[config.mk]
export PLATFORM = sky130hd
export DESIGN_NAME = pit_top
export DESIGN_NICKNAME = d
export VERILOG_FILES = /design/src/rtl/pit_pkg.sv /design/src/rtl/pit_prescaler.sv /design/src/rtl/pit_counter.sv /design/src/rtl/pit_regs.sv /design/src/rtl/pit_top.sv
export SDC_FILE = /design/constraint.sdc
export NUM_CORES = 1
export LEC_CHECK = 0
export ABC_CLOCK_PERIOD_IN_PS = 3200
export BUFFER_PORTS_ARGS = -buffer_cell sky130_fd_sc_hd__buf_4
export CORE_MARGIN = 2
export CORE_UTILIZATION = 40
export DETAILED_ROUTE_END_ITERATION = 8
export PLACE_DENSITY_LB_ADDON = 0.12
export SYNTH_ARGS = -nofsm -noshare
export SYNTH_HDL_FRONTEND = slang
export SYNTH_SLANG_ARGS = --single-unit
[constraint.sdc]
create_clock -name clk -period 3.2 [get_ports clk]
set_input_delay 0.96 -clock clk [delete_from_list [all_inputs] [get_ports clk]]
set_output_delay 0.96 -clock clk [all_outputs]
set_load 0.02 [all_outputs]
[src/rtl/pit_pkg.sv]
package pit_pkg;
  localparam int unsigned ADDR_W = 4;

  localparam logic [ADDR_W-1:0] OFF_MODE   = 4'h0;
  localparam logic [ADDR_W-1:0] OFF_STATUS = 4'h4;
  localparam logic [ADDR_W-1:0] OFF_VALUE  = 4'h8;
  localparam logic [ADDR_W-1:0] OFF_IMAGE  = 4'hC;

  localparam int unsigned EN_BIT  = 24;
  localparam int unsigned IEN_BIT = 25;

  typedef enum logic [2:0] {
    SEL_MODE,
    SEL_STATUS,
    SEL_VALUE,
    SEL_IMAGE,
    SEL_NONE
  } reg_sel_e;

  function automatic reg_sel_e decode_sel(input logic [ADDR_W-1:0] a);
    case (a)
      OFF_MODE:   return SEL_MODE;
      OFF_STATUS: return SEL_STATUS;
      OFF_VALUE:  return SEL_VALUE;
      OFF_IMAGE:  return SEL_IMAGE;
      default:    return SEL_NONE;
    endcase
  endfunction
endpackage

[src/rtl/pit_prescaler.sv]
module pit_prescaler #(
  parameter int unsigned DIV = 16
) (
  input  logic clk,
  input  logic rst_n,
  input  logic run,
  output logic tick
);
  localparam int unsigned PW = (DIV > 1) ? $clog2(DIV) : 1;
  localparam logic [PW-1:0] LAST = PW'(DIV - 1);

  logic [PW-1:0] phase_q;

  function automatic logic [PW-1:0] next_phase(input logic [PW-1:0] p);
    return (p == LAST) ? '0 : p + 1'b1;
  endfunction

  assign tick = run && (phase_q == LAST);

  always_ff @(posedge clk or negedge rst_n) begin
    if (!rst_n)     phase_q <= '0;
    else if (!run)  phase_q <= '0;
    else            phase_q <= next_phase(phase_q);
  end

  generate
    if (DIV > 1) begin : g_spacing_chk
      assert_tick_spacing_R3: assert property (@(posedge clk) disable iff (!rst_n)
        tick |=> !tick);
    end
  endgenerate
endmodule

[src/rtl/pit_counter.sv]
module pit_counter #(
  parameter int unsigned CNT_W  = 20,
  parameter int unsigned WRAP_W = 12
) (
  input  logic              clk,
  input  logic              rst_n,
  input  logic              tick,
  input  logic              en,
  input  logic [CNT_W-1:0]  period,
  input  logic              ack_rd,
  output logic              active,
  output logic              wrap_ev,
  output logic [CNT_W-1:0]  cv,
  output logic [WRAP_W-1:0] wraps,
  output logic              flag
);
  function automatic logic reaches_end(input logic [CNT_W-1:0] c,
                                       input logic [CNT_W-1:0] p);
    return c >= p;
  endfunction

  function automatic logic [CNT_W-1:0] step_cv(input logic [CNT_W-1:0] c,
                                               input logic at_end);
    return at_end ? '0 : c + 1'b1;
  endfunction

  function automatic logic [WRAP_W-1:0] step_wraps(input logic [WRAP_W-1:0] w,
                                                   input logic cleared);
    return cleared ? WRAP_W'(1) : w + 1'b1;
  endfunction

  assign active  = en || (cv != '0);
  assign wrap_ev = tick && reaches_end(cv, period);

  always_ff @(posedge clk or negedge rst_n) begin
    if (!rst_n) begin
      cv    <= '0;
      wraps <= '0;
      flag  <= 1'b0;
    end else begin
      if (tick) cv <= step_cv(cv, wrap_ev);
      if (wrap_ev) begin
        flag  <= 1'b1;
        wraps <= step_wraps(wraps, ack_rd);
      end else if (ack_rd) begin
        flag  <= 1'b0;
        wraps <= '0;
      end
    end
  end

  assert_cv_holds_R3: assert property (@(posedge clk) disable iff (!rst_n)
    !tick |=> $stable(cv));
  assert_wrap_sets_flag_R4: assert property (@(posedge clk) disable iff (!rst_n)
    wrap_ev |=> (flag && cv == '0));
  assert_wrap_counts_R4: assert property (@(posedge clk) disable iff (!rst_n)
    (wrap_ev && !ack_rd) |=> (wraps == WRAP_W'($past(wraps) + 1'b1)));
  assert_ack_clears_R6: assert property (@(posedge clk) disable iff (!rst_n)
    (ack_rd && !wrap_ev) |=> (!flag && wraps == '0));
  assert_wrap_wins_R9: assert property (@(posedge clk) disable iff (!rst_n)
    (ack_rd && wrap_ev) |=> (flag && wraps == WRAP_W'(1)));
  assert_stays_stopped_R8: assert property (@(posedge clk) disable iff (!rst_n)
    (!en && cv == '0) |=> (cv == '0));
endmodule

[src/rtl/pit_regs.sv]
module pit_regs
  import pit_pkg::*;
#(
  parameter int unsigned CNT_W  = 20,
  parameter int unsigned WRAP_W = 12,
  parameter int unsigned DATA_W = 32
) (
  input  logic              clk,
  input  logic              rst_n,
  input  logic              wr_en,
  input  logic              rd_en,
  input  logic [ADDR_W-1:0] addr,
  input  logic [DATA_W-1:0] wdata,
  input  logic [CNT_W-1:0]  cv,
  input  logic [WRAP_W-1:0] wraps,
  input  logic              flag,
  output logic [DATA_W-1:0] rdata,
  output logic [CNT_W-1:0]  period,
  output logic              en,
  output logic              ien,
  output logic              ack_rd
);
  reg_sel_e sel;
  logic     mode_wr;

  assign sel     = decode_sel(addr);
  assign mode_wr = wr_en && (sel == SEL_MODE);
  assign ack_rd  = rd_en && (sel == SEL_VALUE);

  function automatic logic [DATA_W-1:0] pack_count(input logic [WRAP_W-1:0] w,
                                                   input logic [CNT_W-1:0] c);
    logic [DATA_W-1:0] r;
    r = '0;
    r[CNT_W +: WRAP_W] = w;
    r[CNT_W-1:0]       = c;
    return r;
  endfunction

  function automatic logic [DATA_W-1:0] pack_mode(input logic [CNT_W-1:0] p,
                                                  input logic e,
                                                  input logic ie);
    logic [DATA_W-1:0] r;
    r = '0;
    r[CNT_W-1:0] = p;
    r[EN_BIT]    = e;
    r[IEN_BIT]   = ie;
    return r;
  endfunction

  always_ff @(posedge clk or negedge rst_n) begin
    if (!rst_n) begin
      period <= '0;
      en     <= 1'b0;
      ien    <= 1'b0;
    end else if (mode_wr) begin
      period <= wdata[CNT_W-1:0];
      en     <= wdata[EN_BIT];
      ien    <= wdata[IEN_BIT];
    end
  end

  always_comb begin
    rdata = '0;
    if (rd_en) begin
      case (sel)
        SEL_MODE:   rdata = pack_mode(period, en, ien);
        SEL_STATUS: rdata = DATA_W'(flag);
        SEL_VALUE,
        SEL_IMAGE:  rdata = pack_count(wraps, cv);
        default:    rdata = '0;
      endcase
    end
  end

  logic unused_wdata;
  assign unused_wdata = ^{wdata[DATA_W-1:IEN_BIT+1], wdata[EN_BIT-1:CNT_W]};

  assert_mode_only_on_write_R11: assert property (@(posedge clk) disable iff (!rst_n)
    !mode_wr |=> ($stable(period) && $stable(en) && $stable(ien)));
endmodule

[src/rtl/pit_top.sv]
module pit_top
  import pit_pkg::*;
#(
  parameter int unsigned PRESC_DIV = 16,
  parameter int unsigned CNT_W     = 20,
  parameter int unsigned WRAP_W    = 12,
  parameter int unsigned DATA_W    = 32
) (
  input  logic              clk,
  input  logic              rst_n,
  input  logic              wr_en,
  input  logic              rd_en,
  input  logic [3:0]        addr,
  input  logic [DATA_W-1:0] wdata,
  output logic [DATA_W-1:0] rdata,
  output logic              irq
);
  localparam int unsigned WORD_USED = CNT_W + WRAP_W;

  logic              tick, active, wrap_ev, flag, en, ien, ack_rd;
  logic [CNT_W-1:0]  cv, period;
  logic [WRAP_W-1:0] wraps;

  pit_prescaler #(.DIV(PRESC_DIV)) u_presc (
    .clk(clk), .rst_n(rst_n), .run(active), .tick(tick)
  );

  pit_counter #(.CNT_W(CNT_W), .WRAP_W(WRAP_W)) u_cnt (
    .clk(clk), .rst_n(rst_n), .tick(tick), .en(en), .period(period),
    .ack_rd(ack_rd), .active(active), .wrap_ev(wrap_ev), .cv(cv),
    .wraps(wraps), .flag(flag)
  );

  pit_regs #(.CNT_W(CNT_W), .WRAP_W(WRAP_W), .DATA_W(DATA_W)) u_regs (
    .clk(clk), .rst_n(rst_n), .wr_en(wr_en), .rd_en(rd_en), .addr(addr),
    .wdata(wdata), .cv(cv), .wraps(wraps), .flag(flag), .rdata(rdata),
    .period(period), .en(en), .ien(ien), .ack_rd(ack_rd)
  );

  assign irq = flag && ien;

  initial begin
    assert_word_fits_R2: assert (WORD_USED <= DATA_W && IEN_BIT < DATA_W);
  end

  assert_irq_needs_enable_R7: assert property (@(posedge clk) disable iff (!rst_n)
    (wrap_ev && ien && !mode_change) |=> irq);

  logic mode_change;
  assign mode_change = wr_en && (addr == OFF_MODE);
endmodule

==> reports/metrics.cfg, run 1 <==
[clock_network]
clkSinkCount = 59
cts-root-to-sink-buffers = 2
cts.clk_slew.worst_paths_ns = 0.06
root_buffer = clkbuf_8
clk-insertion-delay-late_ns = 0.33
numCtsBuffers = 9
clock_tree_from_tritoncts = yes
htreeDepth = 3
post-cts-setup-buffers = 0
ctsResizeCount = 0
ctsHoldBuffers = 0

[power]
power.share.sequential_pct = 50.7
combPwrFrac_pct = 16.5
switching_share_pct = 28.3
p_int_uw = 1320
power_per_cell_area_nw_per_um2 = 425
power.switching_uw = 523
power.share.clock_pct = 32.8
vdd.ir_drop.worst_mv = 0.260
power.static_leakage_uw = 0.00212

[cells_and_area]
post_route_design_area_um2 = 4340
n_antenna_cell = 0
proportion_of_layout_cells_with_a_drive_suffix_above_1_pct = 24.8
fillerInstances = 873
areaGrowthSynthToFinish_pct = 22.3
num-nets-final = 507

[sta]
clock_skew_ns = 0.00577
final-setup-viol-count = 0
post-route-period-util_pct = 94.9
tightestPinTransition_ns = 0.770
finalHoldViolations = 0
minimum_clock_period_ns = 3.04
achievable-frequency_mhz = 329
slew-limit-headroom_pct = 48.7
total_negative_setup_slack_ns = 0
rsz0062_at_grt = false
final_number_of_max_transition_violations = 0

[synthesis]
ys.warnings.count = 0
syn-instance-count = 380
synth_async_sr_flop_share_pct = 100
post_synth_xor_area_fraction_pct = 4.69
synth.largest_area_cell = dfrtp_1
synth.ff_latch_count = 59
syn_nets = 444
syn-mean-instance-area_um2 = 9.34
ys_top_cells_by_count = 59 x dfrtp_1, 50 x nor2_1, 24 x ha_1, 24 x nand2_1
synth_top_cells_by_area = dfrtp_1 42%, ha_1 8.5%, mux2_2 7.0%
synth.most_common_cell = dfrtp_1
synth.mux.area_fraction_pct = 7.26
synth_compound_area_share_pct = 13.5
synthAdderAreaFrac_pct = 8.46
ys_seq_area_share_pct = 41.6
synth_simple_gate_area_share_pct = 19.7
synth_top_family_by_area = simple AND/OR/NAND/NOR gates
post_synth_num_cell_types = 44
synth_top_area_share_pct = 41.6
syn_area_um2 = 3550
synth-edff-count = 0
synth-main-ff-cell = dfrtp_1

[route]
detail_route.first_pass.iterations = 4
route.detailed.vias_per_inst = 5.42
post-route-drc-count = 0
wirelength_mm = 8.57
number_of_drc_markers_after_the_initial_detailed_route_iteration = 103
num_vias = 3015
wl_per_cell_um = 15.4
ant_nets = 0

[die]
start_util_pct = 40.9
floorplan.io_pins = 73
rows = 34
die_width_um = 98.2
floorplan.die.height_um = 98.2
die_footprint_um2 = 9650
design.core.area_um2 = 8680

[global_route]
pin_count_of_the_biggest_net_entering_global_routing = 60
grt_antenna_before_repair = 0
grt_pass1_wl_mm = 14.5
first_global_vias = 3005
grt_util_overall_pct = 18.6
grt_remaining_overflow = 0

[place]
buffer_ports.inserted = 62
cell_area_reported_after_detailed_placement_um2 = 4170
routabilityCongestion = 0.813
dp_hpwl_mm = 6.04

[worst_setup_path]
critical_path_class = in -> out
worstPathMaxFanout = 23
worst-endpoint-required_ns = 2.24
timing.critical_path.arrival_ns = 2.08
startpoint_type = input pin
critPathCaptureType = primary output

[run]
drv.max_cap_violation_count = 0

[status]
status = finished clean

[min_path]
holdCritPathClass = reg -> reg

[layout make-up]
cell class	instances	area [um^2]	area share (%)
clock inverters	2	10.0	0.230
well taps	108	135	3.11
multi-input cells	279	1910	44.0
repair buffers	72	566	13.0
inverters	22	82.6	1.90
flip-flops and latches	59	1480	34.0
clock buffers	14	163	3.75
[cells by family after synthesis]
| family | count (synthesis) |
|---|---|
| AOI/OAI and AO/OA | 69 |
| xor gates and xnor gates | 19 |
| adders and majority gates | 24 |
| buffers and inverters | 42 |
| DFF | 59 |
| muxes | 23 |
| and+or+nand+nor | 144 |
[final timing paths]
| path | startpoint | endpoint | slack, ns | depth (start not counted) |
|---|---|---|---|---|
| setup / recovery | addr[3] | rdata[8] | 0.16 | 6 |
| hold / removal | u_presc.phase_q[3]$_DFF_PN0_ | u_presc.phase_q[3]$_DFF_PN0_ | 0.51 | 1 |
| setup reg to reg | u_cnt.cv[0]$_DFFE_PN0P_ | u_cnt.wraps[3]$_DFFE_PN0P_ | 0.63 | 10 |
| hold reg to reg | u_presc.phase_q[3]$_DFF_PN0_ | u_presc.phase_q[3]$_DFF_PN0_ | 0.51 | 1 |
| max in group asynchronous | rst_n | u_cnt.wraps[4]$_DFFE_PN0P_ | 2.00 | 1 |
| min in group asynchronous | rst_n | u_regs.period[3]$_DFFE_PN0P_ | 0.70 | 1 |
[cell usage in the layout (no fill, tap or decap), types with 2 or more instances in the layout]
cell       count
o21a_1         2
nor3_1         3
o2111ai_1      3
or4_1          2
o21ai_0       10
nor2_1        50
ha_1          24
dfrtp_1       59
inv_1         22
xnor2_1        6
and3_1        20
buf_4         70
a211oi_1       2
xor2_1        13
a31oi_1        2
buf_12         2
clkbuf_8      11
o211ai_1       4
nand3_1       15
nor4_1         4
clkinv_2       2
a21oi_1       11
nand4_1        8
mux2_2        22
and2_1         2
or3_1          5
clkbuf_1       3
nand2_1       24
o31ai_1        4
nor2b_1        5
a22oi_1       21
a21o_1         3
[worst max-delay path, cell delays in order]
cell,delay [ns]
buf_4,0.13
nor4_2,0.36
buf_12,0.22
a22oi_1,0.11
nor2_1,0.13
buf_4,0.16
[layer usage]
metal | vias up | part of all wire, % | global-route usage (%)
li1 | 1490 | - | -
met1 | 1456 | 47 | 24.5
met2 | 63 | 48 | 31.0
met3 | 6 | 4.6 | 5.30
met4 | 0 | 0.72 | 3.48
met5 | - | 0 | 0
[sequential cells by signal, summed over array words and instances, names as in the netlist]
signal / cells
u_cnt.cv: 20
u_cnt.flag: 1
u_cnt.wraps: 12
u_presc.phase_q: 4
u_regs.en: 1
u_regs.ien: 1
u_regs.period: 20
[stage by stage]
stage               hold WS (ns)  worst slack [ns]  util, %  power, uW  cells
floorplan                  0.452            0.0246        -       1130    380
global placement           0.473             0.154     48.1       1240    540
detailed placement         0.489             0.149     48.1       1260    540
CTS                        0.503             0.149     50.0       1870    556
global route               0.534            0.0855     50.0       1970    556
finish                     0.506             0.162     50.0       1850    556
[power by group through the flow]
stage	Combinational (uW)	Sequential [uW]	Clock [uW]
3_5_place_dp	310	948	0
2_1_floorplan	211	919	0
4_1_cts	311	934	629
3_3_place_gp	300	945	0
6_report	305	937	605
5_1_grt	357	952	656
Note: power is estimated with default switching activity, not from simulation.
==> run 2, diff against run 1 <==
--- a/config.mk
+++ b/config.mk
@@ -11,6 +11,7 @@
 export CORE_UTILIZATION = 40
 export DETAILED_ROUTE_END_ITERATION = 8
 export PLACE_DENSITY_LB_ADDON = 0.12
+export SETUP_SLACK_MARGIN = 0.5
 export SYNTH_ARGS = -nofsm -noshare
 export SYNTH_HDL_FRONTEND = slang
 export SYNTH_SLANG_ARGS = --single-unit
==> reports/metrics.cfg, run 2 (synthesis gave the netlist of run 1 again) <==
[global_route]
first_global_vias = 3065
grt_remaining_overflow = 0
grt_antenna_before_repair = 0
pin_count_of_the_biggest_net_entering_global_routing = 60
grt_util_overall_pct = 19.5
grt_pass1_wl_mm = 15.2

[worst_setup_path]
critPathCaptureType = primary output
worst-endpoint-required_ns = 2.24
critical_path_class = in -> out
timing.critical_path.arrival_ns = 2.00
worstPathMaxFanout = 5
startpoint_type = input pin

[clock_network]
clock_tree_from_tritoncts = yes
root_buffer = clkbuf_8
numCtsBuffers = 9
clkSinkCount = 59
htreeDepth = 3
cts.clk_slew.worst_paths_ns = 0.06
cts-root-to-sink-buffers = 2
ctsHoldBuffers = 0
clk-insertion-delay-late_ns = 0.33

[power]
switching_share_pct = 28.5
combPwrFrac_pct = 17.2
power.share.sequential_pct = 50.1
power.switching_uw = 538
p_int_uw = 1350
vdd.ir_drop.worst_mv = 0.203
power.static_leakage_uw = 0.00219
power.share.clock_pct = 32.7
power_per_cell_area_nw_per_um2 = 407
design_power_total_uw = 1890

[route]
ant_nets = 0
route.detailed.vias_per_inst = 5.38
met3_wirelength_um = 324
maxUsedRoutingLayer = met4
post-route-drc-count = 0
detail_route.first_pass.iterations = 4
detailroute.wirelength.met2_mm = 4.10
num_vias = 3029
wl_per_cell_um = 15.8
number_of_drc_markers_after_the_initial_detailed_route_iteration = 130
wirelength_mm = 8.89
met1Wirelength_mm = 4.35

[die]
rows = 34
die_width_um = 98.2
design.core.area_um2 = 8680
floorplan.io_pins = 73
start_util_pct = 40.9
die_footprint_um2 = 9650
floorplan.die.height_um = 98.2

[sta]
minimum_clock_period_ns = 2.96
rsz0062_at_grt = true
final_number_of_max_transition_violations = 0
tightestPinTransition_ns = 0.759
post-route-period-util_pct = 92.4
setup_ws_ns = 0.242
final-setup-viol-count = 0
clock_skew_ns = 0.00879
slew-limit-headroom_pct = 49.4
finalHoldViolations = 0
achievable-frequency_mhz = 338
final_hold_slack_ns = 0.493
total_negative_setup_slack_ns = 0

[status]
status = finished clean

[cells_and_area]
num-nets-final = 515
layout_top_registers = u_cnt.cv (20), u_regs.period (20), u_cnt.wraps (12)
n_antenna_cell = 0
layout.cells.most_common = dfrtp_1
proportion_of_layout_cells_with_a_drive_suffix_above_1_pct = 34.3
areaGrowthSynthToFinish_pct = 30.6
fillerInstances = 840
fin_util_pct = 53.4
layout.cells.most_common_list = 57 x dfrtp_1, 51 x buf_4, 28 x nor2_1

[place]
routabilityCongestion = 0.801
buffer_ports.inserted = 62
dp_hpwl_mm = 6.20
pre_cts_ws_ns = 0.227

[min_path]
holdCritPathClass = reg -> reg

[run]
drv.max_cap_violation_count = 0

run 2: changes by cell type in the layout (fill, tap and decap cells not counted), moves of 2 or more:
cell / change
a22oi_1: -9
a22oi_2: +9
buf_12: -2
buf_4: -19
buf_6: +27
buf_8: +2
clkbuf_1: -2
dfrtp_1: -2
dfrtp_2: +2
nor2_1: -22
nor2_2: +20
nor2_4: +2
run 2: area by class of cell:
| cell class | instances | area, um^2 | area share (%) |
|---|---|---|---|
| Multi-Input combinational cell | 279 | 2040 | 44.1 |
| Sequential cell | 59 | 1480 | 31.9 |
| Timing Repair Buffer | 80 | 717 | 15.5 |
| Clock buffer | 13 | 169 | 3.64 |
| Tap cell | 108 | 135 | 2.91 |
| Inverter | 22 | 82.6 | 1.78 |
| Clock inverter | 2 | 10.0 | 0.216 |
run 2: per-stage QoR:
stage	instance area (um^2)	std cells
final	4640	563
after global routing	4640	563
after CTS	4500	559
after detailed placement	4240	541
after global placement	4240	541
after floorplan	3660	380
run 2: critical path: stages:
cell     delay (ns)
buf_8          0.10
nor4_4         0.26
buf_6          0.17
buf_6          0.14
a22oi_2        0.08
nor2_2         0.14
buf_6          0.13
run 2: final timing paths:
check	startpoint	endpoint	slack, ns	cells past startpoint
worst max-delay path	addr[0]	rdata[24]	0.24	7
worst min-delay path	u_presc.phase_q[3]$_DFF_PN0_	u_presc.phase_q[3]$_DFF_PN0_	0.49	1
worst max register to register	u_cnt.cv[18]$_DFFE_PN0P_	u_cnt.cv[0]$_DFFE_PN0P_	0.73	10
worst min register to register	u_presc.phase_q[3]$_DFF_PN0_	u_presc.phase_q[3]$_DFF_PN0_	0.49	1
max in group asynchronous	rst_n	u_cnt.cv[6]$_DFFE_PN0P_	1.98	1
min in group asynchronous	rst_n	u_regs.period[3]$_DFFE_PN0P_	0.69	1
run 2: power groups by stage:
stage / Combinational [uW] / Clock [uW] / Sequential [uW]
floorplan: 218 / 0 / 920
global placement: 302 / 0 / 950
detailed placement: 313 / 0 / 954
CTS: 320 / 641 / 942
global route: 371 / 676 / 961
finish: 324 / 618 / 945
run 2: layer usage:
| layer | vias to the layer above | global-route usage (%) |
|---|---|---|
| met4 | 0 | 5.48 |
| met3 | 12 | 4.37 |
| met2 | 50 | 30.5 |
| met1 | 1464 | 27.4 |
| li1 | 1503 | - |
| met5 | - | 0 |
run 2: what timing repair did:
item,in CTS,in global routing
gates cloned,2,0
setup endpoints to repair,32,39
buffers inserted,1,4
hold endpoints to repair,0,0
pin swaps,7,16
resized for setup,19,28
==> run 3, diff against run 2 <==
--- a/config.mk
+++ b/config.mk
@@ -5,11 +5,12 @@
 export SDC_FILE = /design/constraint.sdc
 export NUM_CORES = 1
 export LEC_CHECK = 0
-export ABC_CLOCK_PERIOD_IN_PS = 3200
+export ABC_CLOCK_PERIOD_IN_PS = 3300
 export BUFFER_PORTS_ARGS = -buffer_cell sky130_fd_sc_hd__buf_4
 export CORE_MARGIN = 2
 export CORE_UTILIZATION = 40
 export DETAILED_ROUTE_END_ITERATION = 8
+export GPL_ROUTABILITY_DRIVEN = 0
 export PLACE_DENSITY_LB_ADDON = 0.12
 export SETUP_SLACK_MARGIN = 0.5
 export SYNTH_ARGS = -nofsm -noshare
==> constraint.sdc (replaced) <==
create_clock -name clk -period 3.3 [get_ports clk]
set_input_delay 0.99 -clock clk [delete_from_list [all_inputs] [get_ports clk]]
set_output_delay 0.99 -clock clk [all_outputs]
set_load 0.02 [all_outputs]
==> reports/metrics.cfg, run 3 (synthesis gave the netlist of run 1 again) <==
[worst_setup_path]
rr_worst_depth = 8
startpoint_type = input pin
worst-endpoint-required_ns = 2.31
worstPathMaxFanout = 7
timing.critical_path.arrival_ns = 2.03
critical_path_class = in -> out
critPathCaptureType = primary output

[route]
post-route-drc-count = 0
ant_nets = 0
route.detailed.vias_per_inst = 5.43
number_of_drc_markers_after_the_initial_detailed_route_iteration = 92
wl_per_cell_um = 15.9
num_vias = 3049
detail_route.first_pass.iterations = 4
wirelength_mm = 8.93

[clock_network]
ctsHoldBuffers = 0
numCtsBuffers = 9
cts.clk_slew.worst_paths_ns = 0.06
root_buffer = clkbuf_8
clock_tree_from_tritoncts = yes
clkSinkCount = 59
htreeDepth = 3
clk-insertion-delay-late_ns = 0.34
cts-root-to-sink-buffers = 2

[power]
combPwrFrac_pct = 17.0
power_per_cell_area_nw_per_um2 = 401
p_int_uw = 1340
switching_share_pct = 28.5
vdd.ir_drop.worst_mv = 0.229
power.switching_uw = 535
power.share.clock_pct = 34.2
power.share.sequential_pct = 48.8
power.static_leakage_uw = 0.00222

[sta]
tightestPinTransition_ns = 0.770
final_number_of_max_transition_violations = 0
final_hold_slack_ns = 0.488
final-setup-viol-count = 0
clock_skew_ns = 0.0119
finalHoldViolations = 0
rsz0062_at_grt = true
slew-limit-headroom_pct = 48.6
post-route-period-util_pct = 91.5
total_negative_setup_slack_ns = 0
achievable-frequency_mhz = 331
minimum_clock_period_ns = 3.02

[die]
design.core.area_um2 = 8680
rows = 34
start_util_pct = 40.9
die_footprint_um2 = 9650
floorplan.io_pins = 73
die_width_um = 98.2
floorplan.die.height_um = 98.2

[global_route]
pin_count_of_the_biggest_net_entering_global_routing = 60
grt_antenna_before_repair = 0
grt_pass1_wl_mm = 15.0
grt_remaining_overflow = 0
first_global_vias = 3059
grt_util_overall_pct = 19.1

[status]
status = finished clean

[cells_and_area]
num-nets-final = 515
layout_top_registers = u_cnt.cv (20), u_regs.period (20), u_cnt.wraps (12)
areaGrowthSynthToFinish_pct = 31.7
layout.cells.most_common = dfrtp_1
n_antenna_cell = 0
proportion_of_layout_cells_with_a_drive_suffix_above_1_pct = 34.6
layout.cells.most_common_list = 57 x dfrtp_1, 52 x buf_4, 30 x nor2_1

[place]
dp_hpwl_mm = 6.12
buffer_ports.inserted = 62

[min_path]
holdPathStages = 1
holdCritPathClass = reg -> reg

[run]
drv.max_cap_violation_count = 0

## run 3: worst paths after layout
path                       slack, ns                    startpoint                            to
setup / recovery                0.28                       addr[0]                      rdata[8]
hold / removal                  0.49  u_presc.phase_q[3]$_DFF_PN0_  u_presc.phase_q[3]$_DFF_PN0_
setup reg to reg                0.76       u_cnt.cv[7]$_DFFE_PN0P_   u_cnt.wraps[11]$_DFFE_PN0P_
hold reg to reg                 0.49  u_presc.phase_q[3]$_DFF_PN0_  u_presc.phase_q[3]$_DFF_PN0_
max in group asynchronous       2.03                         rst_n       u_cnt.cv[7]$_DFFE_PN0P_
min in group asynchronous       0.72                         rst_n  u_regs.period[2]$_DFFE_PN0P_
## run 3: final cells by class
class,count,area (um^2)
Sequential cell,59,1480
Timing Repair Buffer,80,731
Clock buffer,11,141
Inverter,22,82.6
Multi-Input combinational cell,279,2070
Fill cell,812,4000
Clock inverter,3,40.0
Tap cell,108,135
## run 3: per-layer routing
metal | part of all wire (%) | global-route usage [%] | vias to the layer above
met5 | 0 | 0 | -
met4 | 1.1 | 5.48 | 0
met3 | 4.9 | 4.01 | 8
met2 | 48 | 30.1 | 75
met1 | 46 | 26.8 | 1468
li1 | - | - | 1498
## run 3: worst max-delay path, cell delays in order
cell	delay (ns)
buf_8	0.10
nor4_4	0.26
buf_6	0.18
buf_8	0.14
a22oi_2	0.08
nor2_2	0.14
buf_6	0.13
## run 3: repair_timing
| item | CTS | global route |
|---|---|---|
| hold endpoints to repair | 0 | 0 |
| pin swaps | 9 | 21 |
| buffers inserted | 2 | 1 |
| gates resized for setup | 22 | 28 |
| gates cloned | 1 | 1 |
| setup endpoints to repair | 33 | 38 |
## run 3: power groups by stage
stage | registers (uW) | clock network [uW] | logic, uW
finish | 915 | 641 | 319
global route | 929 | 688 | 366
CTS | 910 | 658 | 314
detailed placement | 921 | 0 | 304
global placement | 918 | 0 | 294
floorplan | 892 | 0 | 211
## run 3: stage by stage
step	power [uW]	instances	worst slack (ns)	utilization (%)	area, um^2
after floorplan	1100	380	0.443	-	3660
after global routing	1980	562	0.215	53.9	4680
after CTS	1880	560	0.298	52.2	4530
after detailed placement	1220	543	0.277	48.9	4250
after global placement	1210	543	0.273	48.9	4250
final	1880	562	0.280	53.9	4680
